[src/rtl/lsbsel_pkg.sv]
package lsbsel_pkg;
  typedef enum logic [1:0] {
    BK_NONE   = 2'd0,
    BK_MIRROR = 2'd1,
    BK_COPY   = 2'd2,
    BK_PARITY = 2'd3
  } bk_mode_e;
endpackage

[src/rtl/lsbsel_mode.sv]
module lsbsel_mode
  import lsbsel_pkg::*;
#(
  parameter int LEN_W  = 4,
  parameter int PAR_W  = 4,
  parameter int SLOT_W = 5
) (
  input  logic [LEN_W-1:0]  len,
  input  logic [PAR_W-1:0]  par,
  input  logic [SLOT_W-1:0] idle,
  output bk_mode_e          mode
);
  localparam int MW = (LEN_W > PAR_W) ? LEN_W : PAR_W;
  localparam int CW = ((MW > SLOT_W) ? MW : SLOT_W) + 2;

  logic [CW-1:0] len_x, par_x, idle_x, dbl_x;
  logic          fits_half, fits_full, slots_ok;

  always_comb begin
    len_x     = CW'(len);
    par_x     = CW'(par);
    idle_x    = CW'(idle);
    dbl_x     = len_x << 1;
    fits_half = dbl_x <= par_x;
    fits_full = len_x <= par_x;
    slots_ok  = idle_x >= dbl_x;
    if (len_x == '0)             mode = BK_NONE;
    else if (fits_half && slots_ok) mode = BK_MIRROR;
    else if (fits_full)          mode = BK_COPY;
    else                         mode = BK_PARITY;
  end
endmodule

[src/rtl/lsbsel_mask.sv]
module lsbsel_mask #(
  parameter int MAX_PAGES = 8,
  parameter int LEN_W     = 4,
  parameter int PAIR_GAP  = 3
) (
  input  logic [LEN_W-1:0]     len,
  input  logic [MAX_PAGES-1:0] ext,
  output logic [MAX_PAGES-1:0] need
);
  localparam int CW = LEN_W + $clog2(MAX_PAGES + PAIR_GAP + 1) + 1;

  logic [CW-1:0] len_x;
  assign len_x = CW'(len);

  for (genvar i = 0; i < MAX_PAGES; i++) begin : g_pos
    localparam logic [CW-1:0] POS  = CW'(i);
    localparam logic [CW-1:0] REACH = CW'(i + PAIR_GAP);
    assign need[i] = ext[i] && (POS < len_x) && (REACH >= len_x);
  end
endmodule

[src/rtl/lsbsel_count.sv]
module lsbsel_count #(
  parameter int MAX_PAGES = 8,
  parameter int CNT_W     = 4
) (
  input  logic [MAX_PAGES-1:0] need,
  input  logic                 halve,
  output logic [CNT_W-1:0]     count
);
  logic [CNT_W:0] sum;
  logic [CNT_W:0] half;

  always_comb begin
    sum = '0;
    for (int k = 0; k < MAX_PAGES; k++) sum = sum + (CNT_W+1)'(need[k]);
    half  = (sum + (CNT_W+1)'(1)) >> 1;
    count = halve ? half[CNT_W-1:0] : sum[CNT_W-1:0];
  end
endmodule

[src/rtl/lsb_backup_selector.sv]
module lsb_backup_selector
  import lsbsel_pkg::*;
#(
  parameter int MAX_PAGES = 8,
  parameter int PAR_W     = 4,
  parameter int SLOT_W    = 5,
  parameter int PAIR_GAP  = 3,
  localparam int LEN_W    = $clog2(MAX_PAGES + 1),
  localparam int CNT_W    = $clog2(MAX_PAGES + 1)
) (
  input  logic                 clk,
  input  logic                 rst,
  input  logic                 req_valid,
  input  logic [LEN_W-1:0]     req_len,
  input  logic [PAR_W-1:0]     par_pages,
  input  logic [SLOT_W-1:0]    idle_slots,
  input  logic [MAX_PAGES-1:0] lsb_ext,
  output logic                 dec_valid,
  output logic [1:0]           dec_mode,
  output logic [MAX_PAGES-1:0] bkp_flags,
  output logic [CNT_W-1:0]     bkp_count
);
  bk_mode_e              nx_mode;
  logic [MAX_PAGES-1:0]  nx_need;
  logic [CNT_W-1:0]      nx_count;

  lsbsel_mode #(.LEN_W(LEN_W), .PAR_W(PAR_W), .SLOT_W(SLOT_W)) u_mode (
    .len (req_len),
    .par (par_pages),
    .idle(idle_slots),
    .mode(nx_mode)
  );

  lsbsel_mask #(.MAX_PAGES(MAX_PAGES), .LEN_W(LEN_W), .PAIR_GAP(PAIR_GAP)) u_mask (
    .len (req_len),
    .ext (lsb_ext),
    .need(nx_need)
  );

  lsbsel_count #(.MAX_PAGES(MAX_PAGES), .CNT_W(CNT_W)) u_count (
    .need (nx_need),
    .halve(nx_mode == BK_PARITY),
    .count(nx_count)
  );

  always_ff @(posedge clk) begin
    if (rst) begin
      dec_valid <= 1'b0;
      dec_mode  <= BK_NONE;
      bkp_flags <= '0;
      bkp_count <= '0;
    end else begin
      dec_valid <= req_valid;
      if (req_valid) begin
        dec_mode  <= nx_mode;
        bkp_flags <= nx_need;
        bkp_count <= nx_count;
      end
    end
  end
endmodule

[config.mk]
export PLATFORM = sky130hd
export DESIGN_NAME = lsb_backup_selector
export DESIGN_NICKNAME = d
export VERILOG_FILES = /design/src/rtl/lsbsel_pkg.sv /design/src/rtl/lsbsel_mode.sv /design/src/rtl/lsbsel_mask.sv /design/src/rtl/lsbsel_count.sv /design/src/rtl/lsb_backup_selector.sv
export SDC_FILE = /design/constraint.sdc
export NUM_CORES = 1
export LEC_CHECK = 0
export ABC_AREA = 1
export BUFFER_PORTS_ARGS = -buffer_cell sky130_fd_sc_hd__buf_2
export CAP_MARGIN = 25
export CORE_MARGIN = 10
export CORE_UTILIZATION = 33
export DETAILED_ROUTE_END_ITERATION = 16
export GPL_TIMING_DRIVEN = 0
export PLACE_DENSITY = 0.53
export SLEW_MARGIN = 20
export SYNTH_ARGS = -nofsm -noshare
export SYNTH_HDL_FRONTEND = slang
export SYNTH_SLANG_ARGS = --single-unit
[constraint.sdc]
create_clock -name clk -period 4.8 [get_ports clk]
set_clock_uncertainty 0.2 [all_clocks]
set_input_delay 0.72 -clock clk [delete_from_list [all_inputs] [get_ports clk]]
set_output_delay 0.72 -clock clk [all_outputs]
set_load 0.02 [all_outputs]
======== Word-level counts from Yosys, hierarchy flattened ========
Index checks and enable logic that the tools add are counted.
storage, ports and cells
  register bits after elaboration ......... 15
  bits in latches ......................... 0
  bits in writable memories ............... 0
  output and inout port bits .............. 15
  memories ................................ 0
  memory bits (read-only) ................. 0
cells by class
  shifts and indexed selects .............. 0
  divide/modulo/power cells ............... 0
  reductions and logical operators ........ 18
  bitwise logic cells ..................... 0
  $add $sub $neg .......................... 8
  multiply operators ...................... 0
  equal/unequal tests ..................... 1
  magnitude comparators ................... 19
  muxes and demuxes ....................... 4
operators with widths
  cell                 number
  $add 5x1->5          6
  $logic_and 1x1->1    17
  $ge 3x4->1 const A   4
  $lt 3x4->1 const A   4
  $ge 4x4->1 const A   3
  $lt 1x4->1 const A   2
  $lt 2x4->1 const A   2
  $add 5x1->5 const B  1
  $ge 5x5->1           1
  $le 5x4->1           1
  $ge 2x4->1 const A   1
  $le 4x4->1           1
  $logic_not 4->1      1
  $mux 2               2
  $mux 4               1
  $add 1x1->2          1
  $eq 2x2->1 const B   1
  $mux 1               1

======== Depth between registers and ports, before layout ========
  word-level depth ........................ 12
  mapped depth ............................ 19
  mapped depth without buffers ............ 19

======== Modules after synthesis ========
Synthesis repeated with hierarchy kept, for this count alone.
second synthesis, totals
  cells, all modules ...................... 224
  area total of the unflattened synthesis .. 1,360.1 um2
modules (own cells, without submodules)
  module               times used  cells each  seq. area each (um2)  area each (um2)
  lsb_backup_selector  1           94          300.3                 613.1
  lsbsel_mode          1           52          0.0                   321.6
  lsbsel_count         1           47          0.0                   289.0
  lsbsel_mask          1           31          0.0                   136.4

======== Worst setup path after synthesis ========
No wires, ideal clock.
  path type ............................... input port to flip-flop
  start ................................... input port req_len[1]
  end ..................................... register bkp_count[0]
  slack ................................... 0.729 ns
  data arrival time ....................... 3.756 ns
  cell stages on the path ................. 18
  path through ............................ nor2_1 -> inv_1 -> nand3_1 -> inv_1 -> ha_1 -> inv_1 -> fa_1 -> inv_1 -> fa_1 -> fa_1 -> inv_1 -> fa_1 -> inv_1 -> ha_1 -> inv_1 -> nand4_1 -> nand3_1 -> a21oi_2
between the ends
  word-level cells in the longest chain between the ends .. 12
RTL lines
  what                         RTL line                   source
  start, declared              lsb_backup_selector.sv:14  input logic [LEN_W-1:0] req_len,
  $lt 1x4->1                   lsbsel_mask.sv:18          assign need[i] = ext[i] && (POS < len_x) && (REACH >= len_x);
  $logic_and 1x1->1            lsbsel_mask.sv:18
  $logic_and 1x1->1 *          lsbsel_mask.sv:18
  named net nx_need[0]         lsb_backup_selector.sv:24  logic [MAX_PAGES-1:0] nx_need;
  $add 1x1->2 *                lsbsel_count.sv:14         for (int k = 0; k < MAX_PAGES; k++) sum = sum + (CNT_W+1)'(need[k]);
  $add 5x1->5 * (6 in series)  lsbsel_count.sv:14
  $add 5x1->5                  lsbsel_count.sv:15         half = (sum + (CNT_W+1)'(1)) >> 1;
  $mux 4 *                     lsbsel_count.sv:16         count = halve ? half[CNT_W-1:0] : sum[CNT_W-1:0];
  end signal, assigned         lsb_backup_selector.sv:57  bkp_count <= nx_count;
  end, declared                lsb_backup_selector.sv:21  output logic [CNT_W-1:0] bkp_count
The timed path passes the listed nets; every way through them passes the cells marked *.
A chain may end at the register's enable or synchronous reset.

======== Final worst setup path ========
Same ends and word-level chain as after synthesis.

==> impl_results.md <==
* Portion of synthesized cell area occupied by the leading cell type at 0.243
* Hold violation count in the final report at 0
* Sum of negative setup slack at 0 ns
* Net Count, Synth at 217
* Max Root-Sink Buffers at 2
* Max-cap violations at 0
* Number of gates given a new drive strength after cts at 0
* Area occupied by multi-input gates at 790 µm²
* Unique cell type count in the Yosys netlist at 25
* Number of synthesized register bits at 15
* Final Cycle Share at 0.888
* Static leakage power at 0.883 nW
* Maximum number of pins on one net before global-route repair at 11
* Clock-pin transition on the worst setup and hold timing paths at 0.06 ns
* Crit Reg-Reg Endpoint: bkp_flags[2]$_SDFFE_PP0P_
* Detailed-route via count at 1,169
* Class of the most critical hold timing path: flip-flop to flip-flop
* CTS tree: yes
* Worst endpoint data arrival time at 4.21 ns
* Clk Tree Root Cell: sky130_fd_sc_hd__clkbuf_8
* Worst path required time at 4.74 ns
* Worst-path maximum fanout at 6
* Synthesized area per cell at 7.11 µm²
* Startpoint type of the worst setup path: primary input
* Net count reported at finish at 260
* Number of buffers created by CTS at 3
* Initial standard-cell utilization of the core at 0.341
* Global route overflow at 0
* Antenna violations before repair at 0
* Fraction of layout cells with a size suffix above 1 at 0.259
* Final routed wirelength across all metal layers at 3070 µm
* Slew Viols, Final at 0
* Min Clock Period, post-route at 4.26 ns
* Global-route wire length before repair at 5220 µm
* Yosys synthesis warning count at 0
* Crit Path Category: primary input to flip-flop
* Launching point of the worst reg2reg path: bkp_flags[2]$_SDFFE_PP0P_
* Die height at 81.2 µm
* Highest clock frequency the design can meet at 235 MHz
* Number of global-route vias before repair at 1,145
* Power per cell area at 231 mW/mm²
* Drt first pass iters at 4
* Clock latency of the later-clocked register in the worst-skew pair at 0.25 ns
* Worst Hold Path EP: dec_mode[0]$_SDFFE_PP0P_
* Number of non-filler instances in the completed layout at 264
* Dominant cell type by area after synthesis: sky130_fd_sc_hd__dfxtp_1
* Post-Synthesis Cell Area at 0.00124 mm²
* Setup repair after global routing missed its margin: no
* Total Die Area at 0.00660 mm²
* Instance count of the mapped netlist at 174
* Vias per std cell at 4.43
* Instance count along the most critical hold path at 2
* Number of buffers added on ports at 38
* Area inside the core boundary at 0.00363 mm²
* Violation count after the first detailed-routing iteration at 76
* Critical path endpoint category: flip-flop
* Chip Width at 81.2 µm
* Residual DRC at 0
* Leading cell types by total area after synthesis: sky130_fd_sc_hd__dfxtp_1, sky130_fd_sc_hd__ha_1, sky130_fd_sc_hd__inv_1, sky130_fd_sc_hd__nand2_1, sky130_fd_sc_hd__fa_1
* H-Tree Depth at 1
* Flop2flop setup slack at 3.96 ns
* ANT nets after route at 0
* Peak VDD IR at 0.101 mV
* Area growth from synthesis to layout at 24.0%
* Hold_ws at 0.266 ns
* Placement row count at 22
* Number of buffers inserted for hold repair after clock tree synthesis at 0
* Min-delay src: dec_mode[0]$_SDFFE_PP0P_
* Slew of the pin with the lowest slew margin at 0.365 ns
* Number of diodes added for antenna fixing at 0
* Number of placed instances, taps included at 260
* Share of synthesized area occupied by flip-flops and latches at 0.243
* Number of clock sinks at 15
* Final HPWL from detailed placement at 2660 µm
* I/O Pins at 39
* Aggregate global-route resource usage at 0.0975
* Number of buffers inserted by post-CTS setup repair at 0
* Filler Cell Count at 421
* Register Area at 300 µm²
* Run status: completed
* Final setup fails at 0
* Routed WL per cell at 11.6 µm
* Final RePlAce weighted congestion at 0.747
* R2r worst-path depth at 2
* Slew Limit Headroom at 0.757
## worst max-delay path, cell delays in order
cell	delay, ns
sky130_fd_sc_hd__buf_2	0.14
sky130_fd_sc_hd__nor2_1	0.18
sky130_fd_sc_hd__inv_1	0.10
sky130_fd_sc_hd__a21oi_1	0.24
sky130_fd_sc_hd__ha_1	0.27
sky130_fd_sc_hd__inv_1	0.07
sky130_fd_sc_hd__fa_1	0.40
sky130_fd_sc_hd__inv_1	0.08
sky130_fd_sc_hd__fa_1	0.43
sky130_fd_sc_hd__fa_1	0.43
sky130_fd_sc_hd__inv_1	0.09
sky130_fd_sc_hd__fa_1	0.40
sky130_fd_sc_hd__inv_1	0.11
sky130_fd_sc_hd__ha_1	0.24
sky130_fd_sc_hd__inv_1	0.05
sky130_fd_sc_hd__nand4_1	0.08
sky130_fd_sc_hd__nand3_1	0.13
sky130_fd_sc_hd__a21oi_2	0.06
## state kept, by name (all words and copies together), names as in the netlist
signal     cells
bkp_count      4
bkp_flags      8
dec_mode       2
dec_valid      1
## cell type report
type | instances | share of cell area
repair buffers | 38 | 0.124
clock inverters | 1 | 0.00326
well taps | 48 | 0.0392
flip-flops and latches | 15 | 0.196
inverters | 37 | 0.0905
multi-input cells | 120 | 0.515
plain buffers | 2 | 0.00571
clock buffers | 3 | 0.0269
## per-layer routing
metal / GRT usage / vias to the layer above / wire, µm
met1: 0.123 / 503 / 1420
met2: 0.159 / 26 / 1420
met5: 0 / - / 0
met3: 0.0243 / 4 / 194
met4: 0.0311 / 0 / 44
li1: - / 636 / -
## cells by family after synthesis
kind of cell | Yosys count | synth area share
compound gates | 29 | 0.139
xor+xnor | 3 | 0.0273
fa+ha+maj | 19 | 0.216
buf+inv | 39 | 0.119
flops | 15 | 0.243
simple gates | 69 | 0.256
## how the worst max path moves through the flow
| stage | end | cells after the start | from | slack (ns) |
|---|---|---|---|---|
| 6_report | bkp_count[0]$_SDFFE_PP0P_ | 18 | req_len[1] | 0.54 |
| 5_1_grt | bkp_count[1]$_SDFFE_PP0P_ | 19 | req_len[1] | 0.19 |
| 4_1_cts | bkp_count[0]$_SDFFE_PP0P_ | 18 | req_len[1] | 0.50 |
| 3_5_place_dp | bkp_count[0]$_SDFFE_PP0P_ | 18 | req_len[1] | 0.25 |
| 3_3_place_gp | bkp_count[0]$_SDFFE_PP0P_ | 18 | req_len[1] | 0.24 |
| 2_1_floorplan | bkp_count[0]$_SDFFE_PP0P_ | 18 | req_len[1] | 0.73 |
## power by group
| part | switching, mW | total, mW | internal, mW |
|---|---|---|---|
| Sequential | 0.00368 | 0.136 | 0.133 |
| Clock | 0.0453 | 0.103 | 0.0575 |
| Combinational | 0.0713 | 0.116 | 0.0443 |
| Total | 0.120 | 0.355 | 0.235 |
## synth_stat cells, drive strengths merged
| library cell | instances |
|---|---|
| nand2 | 35 |
| clkinv | 1 |
| o211ai | 2 |
| xor2 | 2 |
| dfxtp | 15 |
| o2111ai | 1 |
| ha | 15 |
| o21ai | 10 |
| buf | 1 |
| nand4 | 1 |
| fa | 4 |
| a21oi | 15 |
| clkbuf | 1 |
| o31ai | 1 |
| nand3 | 14 |
| xnor2 | 1 |
| inv | 36 |
| nor2 | 19 |
## placed cells by master (no fill, tap or decap), drive strengths merged, types with 2 or more instances in the layout
cell,instances
buf,39
ha,15
inv,36
dfxtp,15
xor2,2
o211ai,2
o21ai,10
nand3,14
a21oi,15
clkinv,2
clkbuf,4
fa,4
nand2,35
nor2,19
## stage by stage
| stage | area, µm² | total power [mW] | worst slack (ns) | util |
|---|---|---|---|---|
| finish | 1530 | 0.355 | 0.536 | 0.422 |
| global route | 1530 | 0.383 | 0.187 | 0.422 |
| floorplan | 1240 | 0.219 | 0.729 | - |
| detailed placement | 1490 | 0.255 | 0.251 | 0.409 |
| CTS | 1530 | 0.359 | 0.501 | 0.422 |
| global placement | 1490 | 0.256 | 0.239 | 0.409 |
(Power assumes the default switching activity.)
